==> src/rtl/pgperm_pkg.sv <==
package pgperm_pkg;
  typedef enum logic [1:0] {
    ACC_LOAD  = 2'd0,
    ACC_STORE = 2'd1,
    ACC_FETCH = 2'd2,
    ACC_RSVD  = 2'd3
  } acc_e;

  localparam int PERM_W = 3;
  localparam int PERM_R = 0;
  localparam int PERM_W_BIT = 1;
  localparam int PERM_X = 2;

  localparam int CAUSE_W = 3;
  localparam int CAUSE_GUARD = 0;
  localparam int CAUSE_PROT = 1;
  localparam int CAUSE_RC = 2;

  typedef struct packed {
    logic [PERM_W-1:0]  grant;
    logic               prot_fault;
    logic               rc_fault;
    logic [CAUSE_W-1:0] cause;
  } chk_res_t;
endpackage

==> src/rtl/pgperm_auth.sv <==
module pgperm_auth
  import pgperm_pkg::*;
#(
  parameter int PTE_W = 64,
  parameter int EAA_LSB = 0,
  parameter int PRIV_BIT = 3
) (
  input  logic [PTE_W-1:0]  pte_i,
  input  logic              prob_state_i,
  input  logic              priv_idx_i,
  input  logic              part_scope_i,
  input  logic [PERM_W-1:0] amr_mask_i,
  output logic [PERM_W-1:0] grant_o
);
  localparam int EAA_MSB = EAA_LSB + PERM_W - 1;

  logic [PERM_W-1:0] eaa;
  logic              priv_pg;

  // entry authority is stored msb=read .. lsb=exec; flip into perm order
  for (genvar i = 0; i < PERM_W; i++) begin : g_eaa
    assign eaa[i] = pte_i[EAA_MSB - i];
  end

  assign priv_pg = pte_i[PRIV_BIT];

  always_comb begin
    if (!part_scope_i && priv_pg && prob_state_i)
      grant_o = '0;
    else if (priv_idx_i || priv_pg || part_scope_i)
      grant_o = eaa;
    else
      grant_o = eaa & amr_mask_i;
  end
endmodule

==> src/rtl/pgperm_rc.sv <==
module pgperm_rc
  import pgperm_pkg::*;
(
  input  acc_e acc_i,
  input  logic ref_i,
  input  logic chg_i,
  output logic rc_bad_o
);
  always_comb begin
    unique case (acc_i)
      ACC_STORE: rc_bad_o = !(ref_i && chg_i);
      default:   rc_bad_o = !ref_i;
    endcase
  end
endmodule

==> src/rtl/pgperm_check.sv <==
module pgperm_check
  import pgperm_pkg::*;
#(
  parameter int PTE_W = 64,
  parameter int EAA_LSB = 0,
  parameter int PRIV_BIT = 3,
  parameter int ATT_LSB = 4,
  parameter int CHG_BIT = 7,
  parameter int REF_BIT = 8,
  parameter logic [1:0] NI_IO_CODE = 2'b10
) (
  input  logic               clk_i,
  input  logic               rst_ni,
  input  logic               in_valid_i,
  input  logic [PTE_W-1:0]   pte_i,
  input  logic [1:0]         access_i,
  input  logic               prob_state_i,
  input  logic               priv_idx_i,
  input  logic               part_scope_i,
  input  logic [PERM_W-1:0]  amr_mask_i,
  output logic               out_valid_o,
  output logic [PERM_W-1:0]  grant_o,
  output logic               prot_fault_o,
  output logic               rc_fault_o,
  output logic [CAUSE_W-1:0] cause_o
);
  localparam int ATT_MSB = ATT_LSB + 1;

  acc_e              acc;
  logic [PERM_W-1:0] grant;
  logic [PERM_W-1:0] need;
  logic              ni_fetch, miss, rc_bad;
  chk_res_t          res_d, res_q;
  logic              vld_q;

  assign acc = acc_e'(access_i);

  pgperm_auth #(
    .PTE_W(PTE_W), .EAA_LSB(EAA_LSB), .PRIV_BIT(PRIV_BIT)
  ) i_auth (
    .pte_i(pte_i),
    .prob_state_i(prob_state_i),
    .priv_idx_i(priv_idx_i),
    .part_scope_i(part_scope_i),
    .amr_mask_i(amr_mask_i),
    .grant_o(grant)
  );

  pgperm_rc i_rc (
    .acc_i(acc),
    .ref_i(pte_i[REF_BIT]),
    .chg_i(pte_i[CHG_BIT]),
    .rc_bad_o(rc_bad)
  );

  always_comb begin
    need = '0;
    unique case (acc)
      ACC_STORE: need[PERM_W_BIT] = 1'b1;
      ACC_FETCH: need[PERM_X] = 1'b1;
      default:   need[PERM_R] = 1'b1;
    endcase
  end

  assign ni_fetch = (pte_i[ATT_MSB:ATT_LSB] == NI_IO_CODE) && (acc == ACC_FETCH);
  assign miss     = |(need & ~grant);

  // precedence: io guard, then protection, then ref/change
  always_comb begin
    res_d = '0;
    res_d.grant = grant;
    if (ni_fetch) begin
      res_d.prot_fault = 1'b1;
      res_d.cause[CAUSE_GUARD] = 1'b1;
    end else if (miss) begin
      res_d.prot_fault = 1'b1;
      if (acc == ACC_FETCH) res_d.cause[CAUSE_GUARD] = 1'b1;
      else                  res_d.cause[CAUSE_PROT] = 1'b1;
    end else if (rc_bad) begin
      res_d.rc_fault = 1'b1;
      res_d.cause[CAUSE_RC] = 1'b1;
    end
  end

  always_ff @(posedge clk_i or negedge rst_ni) begin
    if (!rst_ni) begin
      vld_q <= 1'b0;
      res_q <= '0;
    end else begin
      vld_q <= in_valid_i;
      if (in_valid_i) res_q <= res_d;
    end
  end

  assign out_valid_o  = vld_q;
  assign grant_o      = res_q.grant;
  assign prot_fault_o = res_q.prot_fault;
  assign rc_fault_o   = res_q.rc_fault;
  assign cause_o      = res_q.cause;

  a_r1_io_fetch_guard: assert property (@(posedge clk_i) disable iff (!rst_ni)
    in_valid_i && pte_i[ATT_MSB:ATT_LSB] == NI_IO_CODE && access_i == 2'd2
    |=> cause_o == 3'b001 && prot_fault_o);

  a_r2_user_priv_none: assert property (@(posedge clk_i) disable iff (!rst_ni)
    in_valid_i && !part_scope_i && pte_i[PRIV_BIT] && prob_state_i
    |=> grant_o == '0);

  a_r7_single_cause: assert property (@(posedge clk_i) disable iff (!rst_ni)
    $onehot0(cause_o) && !(rc_fault_o && prot_fault_o));

  a_r7_cause_iff_fault: assert property (@(posedge clk_i) disable iff (!rst_ni)
    (cause_o != '0) == (prot_fault_o || rc_fault_o));

  a_r8_valid_follows: assert property (@(posedge clk_i) disable iff (!rst_ni)
    in_valid_i |=> out_valid_o);

  a_r8_hold_idle: assert property (@(posedge clk_i) disable iff (!rst_ni)
    !in_valid_i |=> $stable(res_q));
endmodule

==> config.mk <==
export PLATFORM = sky130hd
export DESIGN_NAME = pgperm_check
export DESIGN_NICKNAME = d
export VERILOG_FILES = /design/src/rtl/pgperm_pkg.sv /design/src/rtl/pgperm_auth.sv /design/src/rtl/pgperm_rc.sv /design/src/rtl/pgperm_check.sv
export SDC_FILE = /design/constraint.sdc
export NUM_CORES = 1
export LEC_CHECK = 0
export BUFFER_PORTS_ARGS = -buffer_cell sky130_fd_sc_hd__buf_2
export CAP_MARGIN = 20
export CORE_MARGIN = 5
export CORE_UTILIZATION = 27
export CTS_CLUSTER_SIZE = 10
export DETAILED_ROUTE_END_ITERATION = 12
export PLACE_DENSITY = 0.91
export SKIP_LAST_GASP = 1
export SLEW_MARGIN = 20
export SYNTH_ARGS = -nofsm -noshare
export SYNTH_HDL_FRONTEND = slang
export SYNTH_SLANG_ARGS = --single-unit
==> constraint.sdc <==
create_clock -name clk_i -period 2.1 [get_ports clk_i]
set_input_delay 0.21 -clock clk_i [delete_from_list [all_inputs] [get_ports clk_i]]
set_output_delay 0.21 -clock clk_i [all_outputs]
set_load 0.02 [all_outputs]
Word level (Yosys, flattened, before mapping)
Cells that the tools add are included.
{"block": "totals", "ff_bits": 9, "latch_bits": 0, "ramBits": 0, "rom_bits": 0, "in_bits": 75, "out_inout_bits": 9, "word_cells": 36, "memories": 0}
{"block": "op_classes", "addsub": 0, "mul": 0, "n_div": 0, "order_cmp": 0, "eq_ne": 3, "n_shift": 0, "n_mux": 14, "n_bitwise": 3, "n_reduce_logical": 11}
{"cell": "3-bit two-way mux", "n": 3}
{"cell": "1-bit two-way mux", "n": 8}
{"cell": "3-bit AND", "n": 2}
{"cell": "2-bit two-way mux", "n": 3}
{"cell": "2-bit == test, second input constant", "n": 2}
{"cell": "1-bit logical AND", "n": 4}
{"cell": "1-bit logical NOT", "n": 3}
{"cell": "3-bit NOT", "n": 1}
{"cell": "3-bit OR reduction", "n": 1}
{"cell": "2-bit by 1-bit == test with 1-bit output, second input constant", "n": 1}
{"cell": "1-bit logical OR", "n": 2}
{"cell": "2-bit OR reduction", "n": 1}

Depth between registers and ports, before layout
Gate-level depths: netlist of the first run.
{"block": "logic_depth", "ltp_word": 9, "mapped_depth": 5, "ltp_nobuf": 5}

By module
From an unflattened synthesis of the first run, not the netlist that was laid out.
{"block": "unflattened", "hier_cells": 38, "hier_area_um2": 465.4}
{"mod": "pgperm_check", "n_inst": 1, "cells_per_inst": 31, "area_per_inst_um2": 405.4, "seq_area_each_um2": 200.2}
{"mod": "pgperm_auth", "n_inst": 1, "cells_per_inst": 5, "area_per_inst_um2": 43.8, "seq_area_each_um2": 0.0}
{"mod": "pgperm_rc", "n_inst": 1, "cells_per_inst": 2, "area_per_inst_um2": 16.3, "seq_area_each_um2": 0.0}

Least setup slack after synthesis of the first run
Ideal clock, no wire load.
{"block": "synth_timing", "path_type": "in2reg", "startpoint": "input port access_i[0]", "endpoint": "register res_q (netlist bit cause_o[0])", "setup_ns": 0.136, "arrival_ns": 1.139, "required_time_ns": 1.964, "setup_slack_ns": 0.825, "path_stages": 5, "path_buffers": 0, "cell_sequence": "inv_1 > ha_1 > a21boi_0 > a222oi_1 > o2bb2ai_1"}
{"block": "synth_via", "elab_chain_len": 7, "word_cells_on_any_way": 11, "classes_between": "2 x eq/ne; 5 x mux; 1 x bitwise; 3 x reduce/logical"}
{"element": "start, declared", "line": "pgperm_check.sv:16", "rtl": "input logic [1:0] access_i,"}
{"element": "2-bit == test or 2-bit by 1-bit == test with 1-bit output (tied branches)", "line": "pgperm_check.sv:58, pgperm_check.sv:65, pgperm_check.sv:77"}
{"element": "2-bit OR reduction (no line)"}
{"element": "1-bit two-way mux", "line": "pgperm_check.sv:58", "rtl": "unique case (acc)"}
{"element": "3-bit AND", "line": "pgperm_check.sv:66", "rtl": "assign miss = |(need & ~grant);"}
{"element": "3-bit OR reduction", "line": "pgperm_check.sv:66"}
{"element": "2-bit two-way mux", "line": "pgperm_check.sv:75", "rtl": "end else if (miss) begin"}
{"element": "1-bit two-way mux (*)", "line": "pgperm_check.sv:72", "rtl": "if (ni_fetch) begin"}
{"element": "end signal, assigned", "line": "pgperm_check.sv:91", "rtl": "if (in_valid_i) res_q <= res_d;"}
{"element": "end, declared", "line": "pgperm_check.sv:33", "rtl": "chk_res_t res_d, res_q;"}
Mark *: on every way between the ends. The rest lies on a longest branch, timed or not.
A chain may end at the register's enable or synchronous reset.

Final worst setup path of the first run
Ends and elaborated chain as after synthesis.

==> reports/metrics.csv, run 1 <==
stage;metric;value;unit
sta;final setup skew;0;ns
detailed_routing;1st-iter DRT viols;15;
synthesis;Seq cells post-synth;8;
synthesis;Syn Inst Count;46;
detailed_routing;DRT Pass-1 Iters;4;
synthesis;adder-cell share of the synthesized area;0.05540;
detailed_routing;DR WL/cell;13.73;um
synthesis;Synth async-reset ratio;1.000;
power_and_ir_drop;VDD IR-drop max;0.0003098;V
clock_network;CTS tree;done;
sta;PnR worst setup slack;0.8260;ns
sta;actual slew at the worst max-slew pin;0.5053;ns
power_and_ir_drop;Power Dens Cells;649.9;mW/mm2
synthesis;Synth area leaders;dfrtp_1, a22o_1, o2bb2ai_1;
detailed_routing;Total Wirelength;1.249;mm
die;core area;0.001541;mm2
sta;Tmin final;1.274;ns
sta;Final Hold Viols;0;
run_status;status;finished clean;
clock_network;postcts setup bufs;0;
synthesis;mux contribution to synthesized area;0;
worst_hold_path;HP Class;in -> reg;
clock_network;H-Tree Level Count;1;
setup_path;Critical Path Start Type;input pin;
grt;total gr overflow;0;
sta;unrepaired setup endpoints after global routing;no;
synthesis;Synth Area in Compound Gates;0.2825;
die;Horiz. Die Dim;50.90;um
setup_path;Critical Path AT;1.39;ns
final_layout;Finished Core Util;0.4050;
sta;Tcrit/Tclk final;0.6067;
clock_network;clk_lat worst skew;0.26;ns
place;placer congestion estimate;0.7471;
synthesis;synthesized area per cell;9.819;um2
grt;number of global-route vias before repair;464;
synthesis;Post-Synth XOR/XNOR Area;0;
detailed_routing;via count;480;
grt;initial antenna violation count;0;
clock_network;number of buffers created by CTS;3;
grt;GRT Overall Usage;0.1107;
synthesis;Synth Net Count;123;
setup_path;Crit Path Class;in -> reg;
detailed_routing;Vias/cell;5.275;
synthesis;EDFF count, synth;0;
sta;Slew headroom;0.6631;
grt;first-pass GRT wire length;2.076;mm
clock_network;clock-pin slew on the worst setup and hold paths;0.05;ns
detailed_routing;Final ANT Viol Nets;0;
clock_network;maximum clock insertion buffer count;2;
final_layout;Area growth, synth to finish;38.23;%
place;pre-CTS setup slack;0.5759;ns
grt;pin count of the biggest net entering global routing;10;
place;port bufs;27;
die;Starting Density;0.2930;
synthesis;Post-synth top cells;dfrtp_1, a21oi_1, inv_1, nand2_1;
sta;# setup viols final;0;
final_layout;Post-layout nets;154;
place;post-placement cell count;87;
clock_network;Root Buffer;clkbuf_4;
setup_path;CP endpoint kind;flip-flop;
die;Site Rows;14;
final_layout;share of cells above drive strength 1;0.4267;
sta;Post-Route Setup TNS;0;ns
die;Die ar.;0.002591;mm2
flow_run;Max-cap violations;0;
setup_path;Worst Path Required;2.22;ns
synthesis;cell taking the most area after synthesis;dfrtp_1;
final_layout;Antenna Cells;0;
synthesis;YS warnings;0;
synthesis;sequential-to-total area share from yosys stat;0.4432;
synthesis;Synth cell types;21;
final_layout;Non-Filler Instances;91;
power_and_ir_drop;P_leak;0.3256;nW
clock_network;CTS sink count;8;
synthesis;ys flop type;dfrtp_1;
synthesis;largest family of logic cells by synthesized area;compound AO/OA/AOI/OAI gates;
synthesis;top-area cell type share of the netlist area;0.4432;
die;die height;50.90;um
die;# IOs;84;
sta;Max Freq;784.9;MHz
detailed_routing;Residual DRC;0;
synthesis;Post-Synth Simple-Gate Area;0.1524;
synthesis;Mapped Area;451.7;um2
sta;Pins Over Slew Limit;0;
synthesis;most common cell in the netlist;dfrtp_1;
setup_path;worst-path maximum fanout;3;
## state kept, by name, indices dropped and copies added, names as in the netlist
register	flops
grant_o	3
out_valid_o	1
cause_o	2
rc_fault_o	1
prot_fault_o	1
## power by group
group / switching (mW) / leakage (nW) / total (mW) / internal [mW]
Sequential: 0.00866 / 0.0996 / 0.179 / 0.170
Clock: 0.0517 / 0.0138 / 0.117 / 0.0653
Combinational: 0.0639 / 0.212 / 0.110 / 0.0462
Total: 0.124 / 0.326 / 0.406 / 0.281
## stage by stage
step           area (um2)  hold WS, ns  power (mW)
6_report            624.3       0.1723      0.4058
5_1_grt             624.3       0.1629      0.4321
4_1_cts             624.3       0.1655      0.4129
3_5_place_dp        591.8      0.06298      0.2905
3_3_place_gp        591.8      0.05202      0.2862
2_1_floorplan       451.7     -0.08559      0.2443
## cell usage in the layout, fill, tap and decap left out
cell	n
o31a_1	1
dlygate4sd3_1	1
o21ai_0	1
or3_2	2
a222oi_1	1
clkbuf_4	3
nand2b_1	1
o2111ai_1	1
a22o_1	3
or2b_1	1
o211ai_1	1
o2bb2ai_1	3
ha_1	2
a21oi_1	4
or4_1	1
nor2_1	2
inv_1	4
a21boi_0	2
dfrtp_1	8
nand2_1	4
buf_2	27
nand3_1	2
## per-layer routing
metal  up-vias  GRT usage  part of all wire  wire length [um]
li1        228          -                 -                 -
met1       220     0.1214              0.39               491
met2        27     0.1715              0.45               563
met3         5    0.04651              0.12               156
met4         0    0.07660             0.030                38
met5         -          0                 0                 0
## worst max-delay path, cell delays in order
cell and delay [ns]:
buf_2 0.09, inv_1 0.04, ha_1 0.27, a21boi_0 0.14
a222oi_1 0.50, o2bb2ai_1 0.15
## cell families (layout without fill, tap and decap cells)
family,Yosys count,count (layout)
compound gates,17,17
fa+ha+maj,2,2
buf+inv,6,35
flops,8,8
simple gates,13,13
## area by class of cell
cell class                      count  area, um2
Fill cell                         167      917.1
Inverter                            4      15.01
Multi-Input combinational cell     32      221.5
Timing Repair Buffer               28      145.1
Tap cell                           16      20.02
Clock buffer                        3      22.52
Sequential cell                     8      200.2
## worst paths after layout
check                                 start          end  slack [ns]  cells after the start
worst min-delay path             in_valid_i  out_valid_o        0.17                      1
worst max register to register   rc_fault_o   rc_fault_o        1.37                      1
worst max-delay path            access_i[0]   cause_o[0]        0.83                      6
max in group asynchronous            rst_ni   grant_o[1]        1.61                      2
worst min register to register   grant_o[0]   grant_o[0]        0.49                      1
min in group asynchronous            rst_ni   rc_fault_o        0.32                      2
## what timing repair did
item                                    CTS  global route
hold buffers                              1             0
resized for setup                         0             0
endpoints found under the hold margin     8             0
endpoints found under the setup margin    0             0
(Power assumes the default switching activity.)
==> run 2: changes to the inputs <==
--- a/config.mk
+++ b/config.mk
@@ -8,10 +8,10 @@
 export BUFFER_PORTS_ARGS = -buffer_cell sky130_fd_sc_hd__buf_2
 export CAP_MARGIN = 20
 export CORE_MARGIN = 5
-export CORE_UTILIZATION = 27
+export CORE_UTILIZATION = 25
 export CTS_CLUSTER_SIZE = 10
 export DETAILED_ROUTE_END_ITERATION = 12
-export PLACE_DENSITY = 0.91
+export PLACE_DENSITY = 0.86
 export SKIP_LAST_GASP = 1
 export SLEW_MARGIN = 20
 export SYNTH_ARGS = -nofsm -noshare
==> constraint.sdc (replaced) <==
create_clock -name clk_i -period 1.3 [get_ports clk_i]
set_input_delay 0.13 -clock clk_i [delete_from_list [all_inputs] [get_ports clk_i]]
set_output_delay 0.13 -clock clk_i [all_outputs]
set_load 0.02 [all_outputs]
==> reports/metrics.csv, run 2 (same netlist as run 1, synthesis figures left out) <==
stage;metric;value;unit
final_layout;post-route design area;650.6;um2
sta;PnR worst setup slack;0.1088;ns
die;core area;0.001727;mm2
detailed_routing;Residual DRC;0;
setup_path;worst-path maximum fanout;2;
detailed_routing;DRT Pass-1 Iters;5;
place;placer congestion estimate;0.8194;
clock_network;clock-pin slew on the worst setup and hold paths;0.05;ns
detailed_routing;via count;477;
power_and_ir_drop;Net Sw Frac;0.3057;
grt;GRT Overall Usage;0.1030;
die;die height;52.51;um
setup_path;Crit Path Class;in -> reg;
final_layout;Finished Core Util;0.3768;
sta;Post-Route Setup TNS;0;ns
power_and_ir_drop;Clock power frac;0.282;
power_and_ir_drop;Power Dens Cells;1021;mW/mm2
final_layout;Post-layout nets;156;
clock_network;H-Tree Level Count;1;
sta;# setup viols final;0;
detailed_routing;Total Wirelength;1.328;mm
final_layout;share of cells above drive strength 1;0.4416;
sta;Max Freq;839.5;MHz
die;# IOs;84;
die;Die ar.;0.002757;mm2
die;Horiz. Die Dim;52.51;um
clock_network;CTS resizes;0;
power_and_ir_drop;Gate power share;0.284;
clock_network;CTS sink count;8;
grt;pin count of the biggest net entering global routing;10;
clock_network;postcts setup bufs;0;
final_layout;commonest non-fill, non-tap cell in the layout;buf_2;
detailed_routing;Final ANT Viol Nets;0;
place;HPWL Detailed;1.109;mm
sta;Final Hold Viols;0;
place;placed instance area;618.1;um2
place;pre-CTS setup slack;-0.1591;ns
clock_network;maximum clock insertion buffer count;2;
die;Site Rows;15;
detailed_routing;1st-iter DRT viols;9;
sta;Tcrit/Tclk final;0.9163;
setup_path;CP delay by family, top;compound AO/OA/AOI/OAI gates;
setup_path;Worst Path Required;1.43;ns
final_layout;Non-Filler Instances;102;
final_layout;Antenna Cells;0;
place;port bufs;27;
power_and_ir_drop;P_int;461.3;uW
power_and_ir_drop;VDD IR-drop max;0.0004544;V
power_and_ir_drop;P_leak;0.3351;nW
power_and_ir_drop;switching pwr;203.1;uW
final_layout;max reg flops;3;
setup_path;slowest CP cell;a222oi_1;
grt;initial antenna violation count;0;
flow_run;Max-cap violations;0;
setup_path;CP endpoint kind;flip-flop;
sta;final setup skew;0;ns
grt;total gr overflow;0;
sta;unrepaired setup endpoints after global routing;no;
sta;Pins Over Slew Limit;0;
clock_network;clk_lat worst skew;0.25;ns
worst_hold_path;HP Class;in -> reg;
die;Starting Density;0.2616;
sta;actual slew at the worst max-slew pin;0.3783;ns
sta;Tmin final;1.191;ns
run_status;status;finished clean;
grt;first-pass GRT wire length;2.014;mm
detailed_routing;DR WL/cell;13.02;um
grt;number of global-route vias before repair;474;
clock_network;number of buffers created by CTS;3;
power_and_ir_drop;share of power burned in registers;0.434;
clock_network;Root Buffer;clkbuf_4;
setup_path;Critical Path Start Type;input pin;
place;post-placement cell count;98;
final_layout;Area growth, synth to finish;44.04;%
sta;Slew headroom;0.7478;
setup_path;CP peak stage delay;0.40;ns
setup_path;critical-path cell list;buf_2 > inv_1 > ha_1 > a21boi_0 > a222oi_1 > buf_4 > o2bb2ai_1;
final_layout;fill count;198;
setup_path;CP bufs+invs;3;
setup_path;Critical Path AT;1.32;ns
detailed_routing;Vias/cell;4.676;
clock_network;CTS tree;done;
final_layout;most frequent cells in the layout;buf_2, dfrtp_1, inv_1, nand2_1, a21oi_1;
-- run 2: cell types whose count changed in the layout (fill, tap and decap cells not counted) --
cell / delta
buf_4: +2
-- run 2: layout make-up --
cell class,instances,area (um2),share of cell area
repair buffers,30,160.2,0.2462
inverters,4,15.01,0.02308
clock buffers,3,22.52,0.03462
well taps,25,31.28,0.04808
flip-flops and latches,8,200.2,0.3077
multi-input cells,32,221.5,0.3404
-- run 2: repair_timing --
action | 4_1_cts | 5_1_grt
hold buffers | 1 | 0
setup endpoints to repair | 0 | 0
hold endpoints to repair | 8 | 0
-- run 2: path summary, 6_finish.rpt --
check / start / slack, ns / depth (start not counted) / end
max in group asynchronous: rst_ni / 0.88 / 2 / rc_fault_o
worst max register to register: cause_o[1] / 0.58 / 1 / cause_o[1]
worst min register to register: grant_o[1] / 0.50 / 1 / grant_o[1]
worst min-delay path: in_valid_i / 0.09 / 1 / out_valid_o
min in group asynchronous: rst_ni / 0.24 / 2 / out_valid_o
worst max-delay path: access_i[0] / 0.11 / 7 / cause_o[0]
-- run 2: power groups by stage --
stage	Sequential, mW	Combinational [mW]	Clock, mW
floorplan	0.323	0.0715	0
global placement	0.290	0.182	0
detailed placement	0.293	0.188	0
CTS	0.289	0.191	0.192
global route	0.291	0.206	0.207
finish	0.288	0.189	0.187
-- run 2: routing by layer --
metal	up-vias	track usage	routed length, um
li1	237	-	-
met1	205	0.1142	552
met4	0	0.07234	19
met2	33	0.1632	611
met3	2	0.03419	144
met5	-	0	0
-- run 2: stage by stage --
step / power [mW] / hold slack [ns]
floorplan: 0.3946 / -0.1656
global placement: 0.4715 / -0.02632
detailed placement: 0.4807 / -0.02018
CTS: 0.6715 / 0.08427
global route: 0.7041 / 0.09485
finish: 0.6644 / 0.08886
